--- src/rtl/tmon_pkg.sv ---
package tmon_pkg;
    localparam int DATA_W   = 8;
    localparam int TRIM_W   = 4;
    // control/status bit positions
    localparam int B_FLAG   = 0;
    localparam int B_IE     = 1;
    localparam int B_STAT   = 2;
    localparam int B_SENS   = 3;
    localparam int B_SEL    = 4;
    // trim register bit position of the enable
    localparam int B_TEN    = 7;
    localparam logic ADDR_CTRL = 1'b0;
    localparam logic ADDR_TRIM = 1'b1;

    typedef enum logic {
        FLG_IDLE = 1'b0,
        FLG_PEND = 1'b1
    } flag_state_e;

    typedef struct packed {
        logic sel_bg;
        logic sens;
        logic ie;
    } ctrl_t;
endpackage

--- src/rtl/tmon_sync.sv ---
module tmon_sync #(
    parameter int STAGES = 2
) (
    input  logic clk,
    input  logic rst_n,
    input  logic d_in,
    output logic q_out
);
    logic [STAGES-1:0] chain_q;

    generate
        for (genvar s = 0; s < STAGES; s++) begin : g_stage
            if (s == 0) begin : g_first
                always_ff @(posedge clk or negedge rst_n) begin
                    if (!rst_n) chain_q[0] <= 1'b0;
                    else        chain_q[0] <= d_in;
                end
            end else begin : g_next
                always_ff @(posedge clk or negedge rst_n) begin
                    if (!rst_n) chain_q[s] <= 1'b0;
                    else        chain_q[s] <= chain_q[s-1];
                end
            end
        end
    endgenerate

    assign q_out = chain_q[STAGES-1];
endmodule

--- src/rtl/tmon_flag_fsm.sv ---
module tmon_flag_fsm
    import tmon_pkg::*;
(
    input  logic clk,
    input  logic rst_n,
    input  logic status,
    input  logic clr_req,
    output logic change,
    output logic flag_o
);
    flag_state_e state_q, state_d;
    logic        prev_q;

    always_ff @(posedge clk or negedge rst_n) begin
        if (!rst_n) prev_q <= 1'b0;
        else        prev_q <= status;
    end

    assign change = status ^ prev_q;

    // state register
    always_ff @(posedge clk or negedge rst_n) begin
        if (!rst_n) state_q <= FLG_IDLE;
        else        state_q <= state_d;
    end

    // transitions: SET_ON_CHANGE, CLEAR_ON_W1C, HOLD
    always_comb begin
        state_d = state_q;
        unique case (state_q)
            FLG_IDLE: if (change) state_d = FLG_PEND;
            FLG_PEND: if (clr_req && !change) state_d = FLG_IDLE;
            default:  state_d = FLG_IDLE;
        endcase
    end

    // outputs
    always_comb begin
        unique case (state_q)
            FLG_PEND: flag_o = 1'b1;
            default:  flag_o = 1'b0;
        endcase
    end

    a_r5_sets_on_change: assert property (@(posedge clk) disable iff (!rst_n)
        change |=> flag_o);
    a_r5_no_spurious_set: assert property (@(posedge clk) disable iff (!rst_n)
        (!flag_o && !change) |=> !flag_o);
    a_r6_w1c_clears: assert property (@(posedge clk) disable iff (!rst_n)
        (flag_o && clr_req && !change) |=> !flag_o);
    a_r7_set_wins: assert property (@(posedge clk) disable iff (!rst_n)
        (clr_req && change) |=> flag_o);
endmodule

--- src/rtl/tmon_regs.sv ---
module tmon_regs
    import tmon_pkg::*;
(
    input  logic              clk,
    input  logic              rst_n,
    input  logic              addr,
    input  logic              wr,
    input  logic [DATA_W-1:0] wdata,
    input  logic              status,
    input  logic              flag,
    output logic [DATA_W-1:0] rdata,
    output ctrl_t             ctrl,
    output logic              clr_req,
    output logic              trim_en,
    output logic [TRIM_W-1:0] trim_code
);
    ctrl_t             ctrl_q;
    logic              ten_q;
    logic [TRIM_W-1:0] tcode_q;
    logic              wr_ctrl, wr_trim;

    assign wr_ctrl = wr && (addr == ADDR_CTRL);
    assign wr_trim = wr && (addr == ADDR_TRIM);

    always_ff @(posedge clk or negedge rst_n) begin
        if (!rst_n) begin
            ctrl_q <= '0;
        end else if (wr_ctrl) begin
            ctrl_q.sel_bg <= wdata[B_SEL];
            ctrl_q.sens   <= wdata[B_SENS];
            ctrl_q.ie     <= wdata[B_IE];
        end
    end

    always_ff @(posedge clk or negedge rst_n) begin
        if (!rst_n) begin
            ten_q   <= 1'b0;
            tcode_q <= '0;
        end else if (wr_trim) begin
            ten_q   <= wdata[B_TEN];
            tcode_q <= wdata[TRIM_W-1:0];
        end
    end

    assign clr_req = wr_ctrl && wdata[B_FLAG];

    always_comb begin
        rdata = '0;
        if (addr == ADDR_CTRL) begin
            rdata[B_SEL]  = ctrl_q.sel_bg;
            rdata[B_SENS] = ctrl_q.sens;
            rdata[B_STAT] = status;
            rdata[B_IE]   = ctrl_q.ie;
            rdata[B_FLAG] = flag;
        end else begin
            rdata[B_TEN]        = ten_q;
            rdata[TRIM_W-1:0]   = tcode_q;
        end
    end

    assign ctrl      = ctrl_q;
    assign trim_en   = ten_q;
    assign trim_code = tcode_q;

    a_r2_ie_written: assert property (@(posedge clk) disable iff (!rst_n)
        wr_ctrl |=> (ctrl.ie == $past(wdata[B_IE])));
    a_r9_trim_written: assert property (@(posedge clk) disable iff (!rst_n)
        wr_trim |=> (trim_code == $past(wdata[TRIM_W-1:0])));
    a_r9_trim_held: assert property (@(posedge clk) disable iff (!rst_n)
        !wr_trim |=> $stable(trim_code) && $stable(trim_en));
endmodule

--- src/rtl/tmon_alert_csr.sv ---
module tmon_alert_csr
    import tmon_pkg::*;
#(
    parameter int SYNC_STAGES = 2
) (
    input  logic        clk,
    input  logic        rst_n,
    input  logic        reg_addr,
    input  logic        reg_wr,
    input  logic [7:0]  reg_wdata,
    output logic [7:0]  reg_rdata,
    input  logic        hot_in,
    output logic        sens_en,
    output logic        adc_sel_bg,
    output logic        irq,
    output logic        trim_en,
    output logic [3:0]  trim_code
);
    logic  status_s;
    logic  change_s;
    logic  flag_s;
    logic  clr_s;
    ctrl_t ctrl_s;

    tmon_sync #(.STAGES(SYNC_STAGES)) u_sync (
        .clk   (clk),
        .rst_n (rst_n),
        .d_in  (hot_in),
        .q_out (status_s)
    );

    tmon_flag_fsm u_flag (
        .clk     (clk),
        .rst_n   (rst_n),
        .status  (status_s),
        .clr_req (clr_s),
        .change  (change_s),
        .flag_o  (flag_s)
    );

    tmon_regs u_regs (
        .clk       (clk),
        .rst_n     (rst_n),
        .addr      (reg_addr),
        .wr        (reg_wr),
        .wdata     (reg_wdata),
        .status    (status_s),
        .flag      (flag_s),
        .rdata     (reg_rdata),
        .ctrl      (ctrl_s),
        .clr_req   (clr_s),
        .trim_en   (trim_en),
        .trim_code (trim_code)
    );

    assign sens_en    = ctrl_s.sens;
    assign adc_sel_bg = ctrl_s.sens && ctrl_s.sel_bg;
    assign irq        = flag_s && ctrl_s.ie;

    a_r8_irq_needs_flag: assert property (@(posedge clk) disable iff (!rst_n)
        irq |-> (flag_s && ctrl_s.ie));
    a_r10_sel_needs_enable: assert property (@(posedge clk) disable iff (!rst_n)
        adc_sel_bg |-> sens_en);
endmodule

--- config.mk ---
export PLATFORM = sky130hd
export DESIGN_NAME = tmon_alert_csr
export DESIGN_NICKNAME = d
export VERILOG_FILES = /design/src/rtl/tmon_pkg.sv /design/src/rtl/tmon_sync.sv /design/src/rtl/tmon_flag_fsm.sv /design/src/rtl/tmon_regs.sv /design/src/rtl/tmon_alert_csr.sv
export SDC_FILE = /design/constraint.sdc
export NUM_CORES = 1
export LEC_CHECK = 0
export ABC_AREA = 1
export BUFFER_PORTS_ARGS = -buffer_cell sky130_fd_sc_hd__buf_2
export CAP_MARGIN = 30
export CORE_UTILIZATION = 42
export CTS_CLUSTER_DIAMETER = 100
export DETAILED_ROUTE_END_ITERATION = 8
export PLACE_DENSITY = 0.72
export REMOVE_ABC_BUFFERS = 1
export SLEW_MARGIN = 20
export SYNTH_ARGS = -nofsm -noshare
export SYNTH_HDL_FRONTEND = slang
export SYNTH_HIERARCHICAL = 1
export SYNTH_SLANG_ARGS = --single-unit
--- constraint.sdc ---
create_clock -name clk -period 0.9 [get_ports clk]
set_input_delay 0.09 -clock clk [delete_from_list [all_inputs] [get_ports clk]]
set_output_delay 0.09 -clock clk [all_outputs]
set_load 0.01 [all_outputs]
After elaboration in Yosys (flattened, before gate mapping)
Cells that the tools add are included.
{ "totals": {"in_bits": 13, "regBits": 12, "out_inout_bits": 16} }
{ "op_classes": {"n_mux": 7, "n_bitwise": 3, "n_reduce_logical": 7} }
{ "op_table": {"columns": ["cell", "count"], "rows": [
  ["$logic_and A1 B1 Y1", 6],
  ["$mux W1", 5],
  ["$mux W4", 1],
  ["$not A1 Y1", 2],
  ["$pmux W1 S2", 1],
  ["$logic_not A1 Y1", 1],
  ["$xor A1 B1 Y1", 1]
]} }

Depth between registers and ports, before layout
Gate-level depths: netlist of run 1.
{ "logic_depth": {"depth_word": 6, "ltp_mapped": 6} }

Modules after synthesis
The synthesis of run 1 kept the hierarchy.
{ "modules_own_cells": {"columns": ["mod", "instances", "seq_area_each_um2", "area_per_inst_um2", "cells_per_inst"], "rows": [
  ["tmon_regs", 1, 200.2, 419.2, 58],
  ["tmon_flag_fsm", 1, 50.0, 81.3, 10],
  ["tmon_sync", 1, 50.0, 50.0, 2],
  ["tmon_alert_csr", 1, 0.0, 15.0, 4]
]} }

Worst setup path before layout of run 1
OpenSTA, ideal clock, no wires.
{ "synth_path": {"path_kind": "register to output", "start": "register u_regs.ctrl_q, in the netlist u_regs/ctrl[1]", "end": "output port reg_rdata[3]", "path_buffers": 0, "stages_incl_launch_ff": 3, "t_arrival_ns": 0.568, "required_ns": 0.810, "path_slack_ns": 0.242, "cell_sequence": "dfrtp_1 nand2_1 nand2_1"} }
{ "synth_via": {"elab_chain_cells": 1} }
{ "synth_rtl": {"columns": ["item", "line_no", "rtl"], "rows": [
  ["from (decl)", "tmon_regs.sv:17", "ctrl_t ctrl_q;"],
  ["$mux W4", "tmon_regs.sv:49", "if (addr == ADDR_CTRL) begin"],
  ["to (decl)", "tmon_alert_csr.sv:11", "output logic [7:0] reg_rdata,"]
]} }
Every way passes these cells.

Worst setup path after layout of run 1
Same ends and word-level chain as after synthesis.

==> summary.md, run 1 <==
| Metric | Value |
|---|---|
| Arrival @ worst endpoint | 0.94 ns |
| Multi-input gate area | 198 sq um |
| Die footprint | 1490 sq um |
| Initial DRC Count | 9 |
| Fillers | around 110 |
| Syn Area/Cell | 7.70 sq um |
| Area grow syn2layout | 41.2% |
| Post-CTS resize count | 0 |
| Root buffer selected by CTS | clkbuf_4 |
| Worst Setup Slack, final | -0.134 ns |
| Crit. End Element | output port |
| IO Count | 29 |
| Antenna cells | 0 |
| Worst Setup Path Type | reg -> out |
| CORE AREA | 1170 sq um |
| NumNets Final | between 100 and 150 |
| CTS Buffer Depth | 2 |
| Worst Clk Skew | 0.0000916 ns |
| DRC | 0 |
| Worst Path Required | just over 0.8 ns |
| Die W | between 30 and 40 um |
| Clk slew on worst S/H paths | 0.09 ns |
| Largest net degree at the start of global routing | 13 |
| Hold Path Sink | u_regs/trim_en |
| Peak Freq | ~970 MHz |
| RSZ-0062 raised after global routing | true |
| R2R Setup Slk | 0.02 ns |
| Failing checks | negative setup slack |
| Worst reg2reg endpoint | u_regs/trim_code[1] |
| Min cycle time layout | 1.03 ns |
| Placed cell area | ~690 sq um |
| Final instance area | 793 sq um |
| R2R depth | 4 |
| Worst hold stages | 3 |
| Syn. warnings | 6 |
| VDD IR-drop max | roughly 1.3 mV |
| Status | complete, but fails checks |
| CP Launch Type | flop |
| Vias in the first global route | approximately 430 |
| # setup viols final | 12 |
| Fin. max-slew vios | 0 |
| Post-synthesis cell area | between 500 and 600 sq um |
| Die Y | 38.6 um |
| Via count | 538 |
| DRT Pass-1 Iters | 4 |
| Register area | 300 sq um |
| Total GRT Usage | 19.7% |
| Mapped Cells | 73 |
| Critical Path Fanout Max | 4 |
| Worst Hold Launch | reg_wdata[7] |
| Leak | 0.504 nW |
| Overflow after GRT | 0 |
| Max-Cap Viols | 0 |
| FP Rows | 12 |
| Starting Density | 48.0% |
| Global-route wire length before repair | 1910 um |
| H-tree depth | 1 |
| Port bufs | 24 |
| WL per Instance | 10.1 um |
| Worst skew pair latency | 0.26 ns |
| RePlAce Congestion | 0.746 |
| Final period utilization | 115% |
| Endpoints failing hold | 0 |
| CTS tree | built |
| Share of post-route cells with drive strength above 1 | ~36% |
| Dpl ws | slightly above 0.1 ns |
| Hold Crit Class | in -> reg |
| Vias per inst | 4.37 |
| DRT Wirelength | 1240 um |
| DP HPWL | 852 um |
| TritonCTS Sinks | 12 |
| Initial antenna violation count | 0 |
| Num CTS Buffers | 3 |
| PD cells | between 1500 and 2000 nW/um^2 |
| Antenna Nets Post-Route | 0 |
| Reg2reg start | u_regs/trim_code[1] |
how the worst max path moves through the flow:
stage,startpoint,to,slack [ns],cells past startpoint
global placement,reg_addr,u_flag/state_q,0.11,7
global route,u_regs/ctrl[1],reg_rdata[3],-0.19,3
CTS,u_regs/ctrl[1],reg_rdata[3],-0.13,3
detailed placement,reg_addr,u_flag/state_q,0.10,7
finish,u_regs/ctrl[1],reg_rdata[3],-0.13,3
floorplan,u_regs/ctrl[1],reg_rdata[3],0.24,2
through the flow:
stage | power [mW] | hold slack, ns | setup TNS, ns | util, % | instances
floorplan | 0.772 | -0.206 | 0 | - | 70
global placement | 0.911 | -0.0216 | 0 | 59.1 | 111
detailed placement | 0.919 | -0.0190 | 0 | 59.1 | 111
CTS | 1.37 | 0.0476 | -0.875 | 65.8 | 120
global route | 1.47 | 0.0489 | -1.49 | 67.7 | 123
finish | 1.39 | 0.0397 | -0.886 | 67.7 | 123
cells in the final DEF, fill, tap and decap left out:
master and n:
nand2_1 35, buf_2 24, dfrtp_1 12, nand3_1 9, buf_4 9, inv_1 8, clkbuf_4 3, dlygate4sd3_1 2
nor2_1 2, conb_1 2, clkbuf_8 1, inv_2 1, nand2_2 1
sequential cells by signal (all words and copies together), names as in the netlist:
register	count
u_regs/trim_en	1
u_flag/prev_q	1
u_regs/ctrl	3
u_sync/q_out	1
u_regs/trim_code	4
u_flag/state_q	1
u_sync/chain_q	1
critical path: stages (launching register included):
cell and delay [ns]:
dfrtp_1 0.42, nand2_1 0.07, nand2_1 0.05, buf_2 0.14
final cells by class:
type,instances,area share (%)
clock buffer,4,4.57
inverter,9,4.26
multi-input combinational,49,24.9
sequential,12,37.9
tap,14,2.21
timing repair buffer,35,26.2
power breakdown:
| part | total [mW] | internal [mW] | switching [mW] |
|---|---|---|---|
| logic | 0.321 | 0.152 | 0.169 |
| registers | 0.635 | 0.594 | 0.0414 |
| clock network | 0.436 | 0.246 | 0.190 |
| total | 1.39 | 0.992 | 0.400 |
what timing repair did:
| action | in CTS | in global routing |
|---|---|---|
| hold endpoints to repair | 13 | 0 |
| pin swaps | 6 | 3 |
| setup buffers | 3 | 3 |
| hold buffers | 2 | 0 |
| endpoints found under the setup margin | 12 | 14 |
metal layers:
metal,track usage (%),part of all wire [%],vias up
met1,25.9,44,233
met5,0,0,-
met4,12.9,1.1,0
li1,-,-,286
met3,5.20,4.6,2
met2,27.9,50,17
Power figures use the tool's default switching activity.
==> run 2, diff against run 1 <==
--- a/config.mk
+++ b/config.mk
@@ -8,10 +8,11 @@
 export ABC_AREA = 1
 export BUFFER_PORTS_ARGS = -buffer_cell sky130_fd_sc_hd__buf_2
 export CAP_MARGIN = 30
-export CORE_UTILIZATION = 42
+export CORE_UTILIZATION = 43
 export CTS_CLUSTER_DIAMETER = 100
 export DETAILED_ROUTE_END_ITERATION = 8
-export PLACE_DENSITY = 0.72
+export HOLD_SLACK_MARGIN = 0.12
+export PLACE_DENSITY = 0.73
 export REMOVE_ABC_BUFFERS = 1
 export SLEW_MARGIN = 20
 export SYNTH_ARGS = -nofsm -noshare
==> constraint.sdc (replaced) <==
create_clock -name clk -period 1.25 [get_ports clk]
set_input_delay 0.125 -clock clk [delete_from_list [all_inputs] [get_ports clk]]
set_output_delay 0.125 -clock clk [all_outputs]
set_load 0.01 [all_outputs]
==> run 2 against run 1 <==
The flow now finishes without violations. Clock power is 28% lower. Routed wire length rose by 2.2%. Cell count shrank 2.4%. Critical path depth did not move. Via count up 0.37%. Sequential cell count did not move. Largest power group unchanged.
==> summary.md, run 2 (synthesis gave the netlist of run 1 again) <==
| Metric | Value |
|---|---|
| H-tree depth | 1 (unchanged) |
| Cts hold-fix bufs | 8 (+6) |
| TritonCTS Sinks | 12 (unchanged) |
| Total GRT Usage | 19.8% (+0.17 points) |
| Commonest non-fill, non-tap cell in the layout | nand2_1 |
| Share of post-route cells with drive strength above 1 | 28.3% (-7.5 points) |
| Worst Path Required | 1.12 ns (+0.31 ns) |
| CTS tree | built |
| Worst Hold Launch | reg_wr |
| Worst Clk Skew | 0.000186 ns (+0.0000939 ns) |
| Vias in the first global route | 480 (+11%) |
| Antenna cells | 0 (unchanged) |
| Status | complete, no violations |
| RePlAce Congestion | 0.704 (-5.7%) |
| NumNets Final | 120 (-2.4%) |
| TNS Setup | 0 ns (+0.886 ns) |
| Clk slew on worst S/H paths | 0.08 ns (about the same) |
| Port bufs | 24 (unchanged) |
| Root buffer selected by CTS | clkbuf_4 |
| Hold Crit Class | in -> reg |
| Worst Setup Slack, final | 0.175 ns (+0.309 ns) |
| Min cycle time layout | ~1.1 ns |
| Placed cell area | 669 sq um (-3.3%) |
| Largest register FFs | 4 (unchanged) |
| Die Y | 38.1 um (-1.1%) |
| R2R Setup Slk | 0.59 ns (+0.57 ns) |
| CORE AREA | 1160 sq um (-1.3%) |
| Post-CTS setup buffer count | 0 (-3) |
| # setup viols final | 0 (-12) |
| VDD IR-drop max | 0.773 mV (-42%) |
| Area grow syn2layout | 39.9% |
| Worst Setup Path Type | reg -> out |
| Worst Setup SP | u_regs/ctrl[1] |
| CTS Buffer Depth | 2 (unchanged) |
| Placed cell count | 108 (-2.7%) |
| Max-Cap Viols | 0 (unchanged) |
| Via count | 540 (+0.37%) |
| Endpoints failing hold | 0 (unchanged) |
| Dpl ws | 0.320 ns (+0.216 ns) |
| Vias per inst | 4.50 (+2.9%) |
| FP Rows | 12 (unchanged) |
| Fin cells | 120 (-2.4%) |
| Post-CTS resize count | 0 (unchanged) |
| Largest net degree at the start of global routing | 14 (+1) |
| R2R depth | 3 (-1) |
| Pwr Total | 977 uW (-30%) |
| PD cells | 1240 nW/um^2 (-29%) |
| Antenna Nets Post-Route | 0 (unchanged) |
| Peak Freq | ~930 MHz |
| Reg2reg start | u_sync/q_out |
| IO Count | 29 (unchanged) |
| Worst skew pair latency | 0.27 ns (about the same) |
| DRT Pass-1 Iters | 4 (unchanged) |
| Initial DRC Count | 25 (+16) |
| Commonest cells after routing, fill and taps aside | nand2_1 (35), buf_2 (24), dfrtp_1 (12) |
| Fillers | 93 (-18%) |
| Leak | 0.486 nW (-3.7%) |
| RSZ-0062 raised after global routing | false |
| Final period utilization | 86.0% |
| Worst Setup EP | reg_rdata[3] |
| Arrival @ worst endpoint | 0.95 ns (about the same) |
| DRC | 0 (unchanged) |
| Overflow after GRT | 0 (unchanged) |
| WL per Instance | 10.5 um (+4.7%) |
| CP Launch Type | flop |
| DRT Wirelength | 1270 um (+2.2%) |
| Num CTS Buffers | 3 (unchanged) |
| Global-route wire length before repair | 1900 um (-0.37%) |
| Critical Path Fanout Max | 4 (unchanged) |
| Worst reg2reg endpoint | u_flag/state_q |
| Initial antenna violation count | 0 (unchanged) |
| Fin. max-slew vios | 0 (unchanged) |
| Die footprint | 1460 sq um (-2.2%) |
| Starting Density | 48.6% (+0.62 points) |
| DP HPWL | 797 um (-6.4%) |
| Final instance area | 786 sq um (-0.95%) |
| Die W | 38.1 um (-1.1%) |
| Crit. End Element | output port |
run 2: cell count changes in the layout (fill, tap and decap cells not counted), sizes merged:
cell and delta:
buf -9, dlygate4sd3 +6
run 2: layer usage:
metal  up-vias  routed length (um)  GRT usage, %
li1        281                   -             -
met1       240                 547          21.8
met2        17                 655          35.6
met3         2                  57          3.49
met4         0                   4          10.7
met5         -                   0             0
run 2: worst min path at each step:
stage / cells after the start / slack [ns] / to
global route: 3 / 0.21 / u_regs/trim_en
detailed placement: 1 / 0.02 / u_sync/q_out
global placement: 1 / 0.01 / u_sync/chain_q[0]
finish: 3 / 0.19 / u_regs/trim_code[1]
CTS: 3 / 0.19 / u_regs/trim_code[1]
floorplan: 0 / -0.17 / u_flag/prev_q
run 2: per-stage QoR:
step,util [%],hold slack (ns)
after detailed placement,57.9,0.0173
after global routing,68.0,0.206
after global placement,57.9,0.0132
final,68.0,0.194
after CTS,68.0,0.187
after floorplan,-,-0.171
run 2: power breakdown:
group / total, mW / switching (mW) / internal [mW]
Sequential: 0.458 / 0.0300 / 0.428
Clock: 0.312 / 0.135 / 0.177
Combinational: 0.207 / 0.115 / 0.0921
run 2: worst max-delay path: stages (launching register included):
cell and delay [ns]:
dfrtp_1 0.41, nand2_1 0.08, nand2_1 0.05, buf_2 0.14
run 2: final cells by class:
| cell class | instances | area, sq um | share of cell area, % |
|---|---|---|---|
| timing repair buffer | 32 | 200 | 25.5 |
| tap | 14 | 17.5 | 2.23 |
| clock buffer | 4 | 36.3 | 4.62 |
| inverter | 9 | 33.8 | 4.30 |
| multi-input combinational | 49 | 198 | 25.2 |
| sequential | 12 | 300 | 38.2 |
==> run 3, diff against run 2 <==
--- a/config.mk
+++ b/config.mk
@@ -11,6 +11,7 @@
 export CORE_UTILIZATION = 43
 export CTS_CLUSTER_DIAMETER = 100
 export DETAILED_ROUTE_END_ITERATION = 8
+export GPL_TIMING_DRIVEN = 0
 export HOLD_SLACK_MARGIN = 0.12
 export PLACE_DENSITY = 0.73
 export REMOVE_ABC_BUFFERS = 1
==> run 3 against run 2 <==
Clock-buffer cell count shrank 1. Non-clock buffer count is the same. Clock power shrank 25%. Global-route usage grew 1.3 points.
==> summary.md, run 3 (synthesis gave the netlist of run 1 again) <==
| Metric | Value |
|---|---|
| DP HPWL | 769 um (-3.6%) |
| DRT Wirelength | 1170 um (-7.7%) |
| Min cycle time layout | 1.04 ns (-0.0309 ns) |
| Starting Density | 48.6% (unchanged) |
| Port bufs | 24 (unchanged) |
| Die footprint | 1460 sq um (unchanged) |
| WL per Instance | 9.82 um (-6.9%) |
| Max incr delay on CP | 0.41 ns (about the same) |
| Dpl ws | 0.310 ns (-0.0105 ns) |
| RSZ-0062 raised after global routing | false |
| CP dominant cell by count | nand2_1 |
| DRC | 0 (unchanged) |
| Worst-path cell chain | nand2_1, nand2_1, buf_2 |
| Leak | 0.478 nW (-1.5%) |
| H-tree depth | 1 (unchanged) |
| CTS tree | built |
| Worst Path Required | 1.12 ns (about the same) |
| Area grow syn2layout | 37.4% |
| Status | complete, no violations |
| Fin. max-slew vios | 0 (unchanged) |
| RePlAce Congestion | 0.720 (+2.3%) |
| Worst skew pair latency | 0.26 ns (about the same) |
| Overflow after GRT | 0 (unchanged) |
| Worst Setup Path Type | reg -> out |
| Vias per inst | 4.50 (about the same) |
| Root buffer selected by CTS | clkbuf_4 |
| Total GRT Usage | 21.1% (+1.3 points) |
| CORE AREA | 1160 sq um (unchanged) |
| Num CTS Buffers | 3 (unchanged) |
| TritonCTS Sinks | 12 (unchanged) |
| Post-CTS resize count | 0 (unchanged) |
| Endpoints failing hold | 0 (unchanged) |
| Global-route wire length before repair | 1990 um (+4.4%) |
| Arrival @ worst endpoint | 0.92 ns (-0.03 ns) |
| CP max-delay cell | dfrtp_1 |
| Cts hold-fix bufs | 8 (unchanged) |
| IO Count | 29 (unchanged) |
| Crit. End Element | output port |
| PD cells | 1160 nW/um^2 (-6.8%) |
| # setup viols final | 0 (unchanged) |
| Antenna cells | 0 (unchanged) |
| Final period utilization | 83.5% (-2.5 points) |
| Initial antenna violation count | 0 (unchanged) |
| Largest net degree at the start of global routing | 14 (unchanged) |
| Worst Clk Skew | 0.000203 ns (+0.0000172 ns) |
| Commonest non-fill, non-tap cell in the layout | nand2_1 |
| DRT Pass-1 Iters | 4 (unchanged) |
| Vias in the first global route | 473 (-1.5%) |
| NumNets Final | 120 (unchanged) |
| VDD IR-drop max | 0.843 mV (+9.1%) |
| Worst Setup Slack, final | 0.206 ns (+0.0309 ns) |
| CP Launch Type | flop |
| Commonest cells after routing, fill and taps aside | nand2_1 (35), buf_2 (24), dfrtp_1 (12) |
| Share of post-route cells with drive strength above 1 | 27.6% (-0.68 points) |
| Initial DRC Count | 12 (-52%) |
| Hold Crit Class | in -> reg |
| CTS Buffer Depth | 2 (unchanged) |
| Max-Cap Viols | 0 (unchanged) |
| FP Rows | 12 (unchanged) |
| Post-CTS setup buffer count | 0 (unchanged) |
| Antenna Nets Post-Route | 0 (unchanged) |
| Largest register FFs | 4 (unchanged) |
| Die Y | 38.1 um (unchanged) |
| Peak Freq | 958 MHz (+3.0%) |
| Fin Hold WS | 0.203 ns (+0.00913 ns) |
| Critical Path Fanout Max | 3 (-1) |
| Die W | 38.1 um (unchanged) |
| TNS Setup | 0 ns (unchanged) |
| Via count | 536 (-0.74%) |
| Clk slew on worst S/H paths | 0.07 ns (about the same) |
## run 3: worst max-delay path, delay by kind of cell (launching register included)
kind                   cells  cell delay (ns)
buffers and inverters      1             0.13
and+or+nand+nor            2             0.11
DFF                        1             0.41
## run 3: stage by stage
stage	util, %	power (mW)	instance area [sq um]	instances
2_1_floorplan	-	0.556	532	70
3_3_place_gp	57.9	0.647	669	108
3_5_place_dp	57.9	0.651	669	108
4_1_cts	66.8	0.905	772	119
5_1_grt	66.8	0.948	772	119
6_report	66.8	0.894	772	119
## run 3: power by group
group          internal, mW  switching [mW]
combinational        0.0920           0.112
clock                 0.111           0.122
sequential            0.428          0.0296
total                 0.631           0.263
## run 3: final cells by class
cell class                 count  area (sq um)
clock buffer                   3          22.5
fill                          96           384
inverter                       9          33.8
multi-input combinational     49           198
sequential                    12           300
tap                           14          17.5
timing repair buffer          32           200
## run 3: final timing paths
| check | startpoint | endpoint | slack (ns) | cells past startpoint |
|---|---|---|---|---|
| max reg2reg | u_sync/q_out | u_flag/state_q | 0.59 | 3 |
| min in group asynchronous | rst_n | u_sync/q_out | 0.26 | 2 |
| min reg2reg | u_sync/chain_q[0] | u_sync/q_out | 0.36 | 0 |
| max in group asynchronous | rst_n | u_regs/ctrl[1] | 0.77 | 2 |
| min | reg_wr | u_regs/ctrl[2] | 0.20 | 3 |
| max | u_regs/trim_code[0] | reg_rdata[0] | 0.21 | 3 |
## run 3: per-layer routing
metal / GRT usage, % / vias to the layer above / part of all wire (%)
met1: 26.2 / 236 / 47
met5: 0 / - / 0
met3: 5.23 / 2 / 3.7
li1: - / 281 / -
met2: 31.4 / 17 / 48
met4: 16.1 / 0 / 1.6
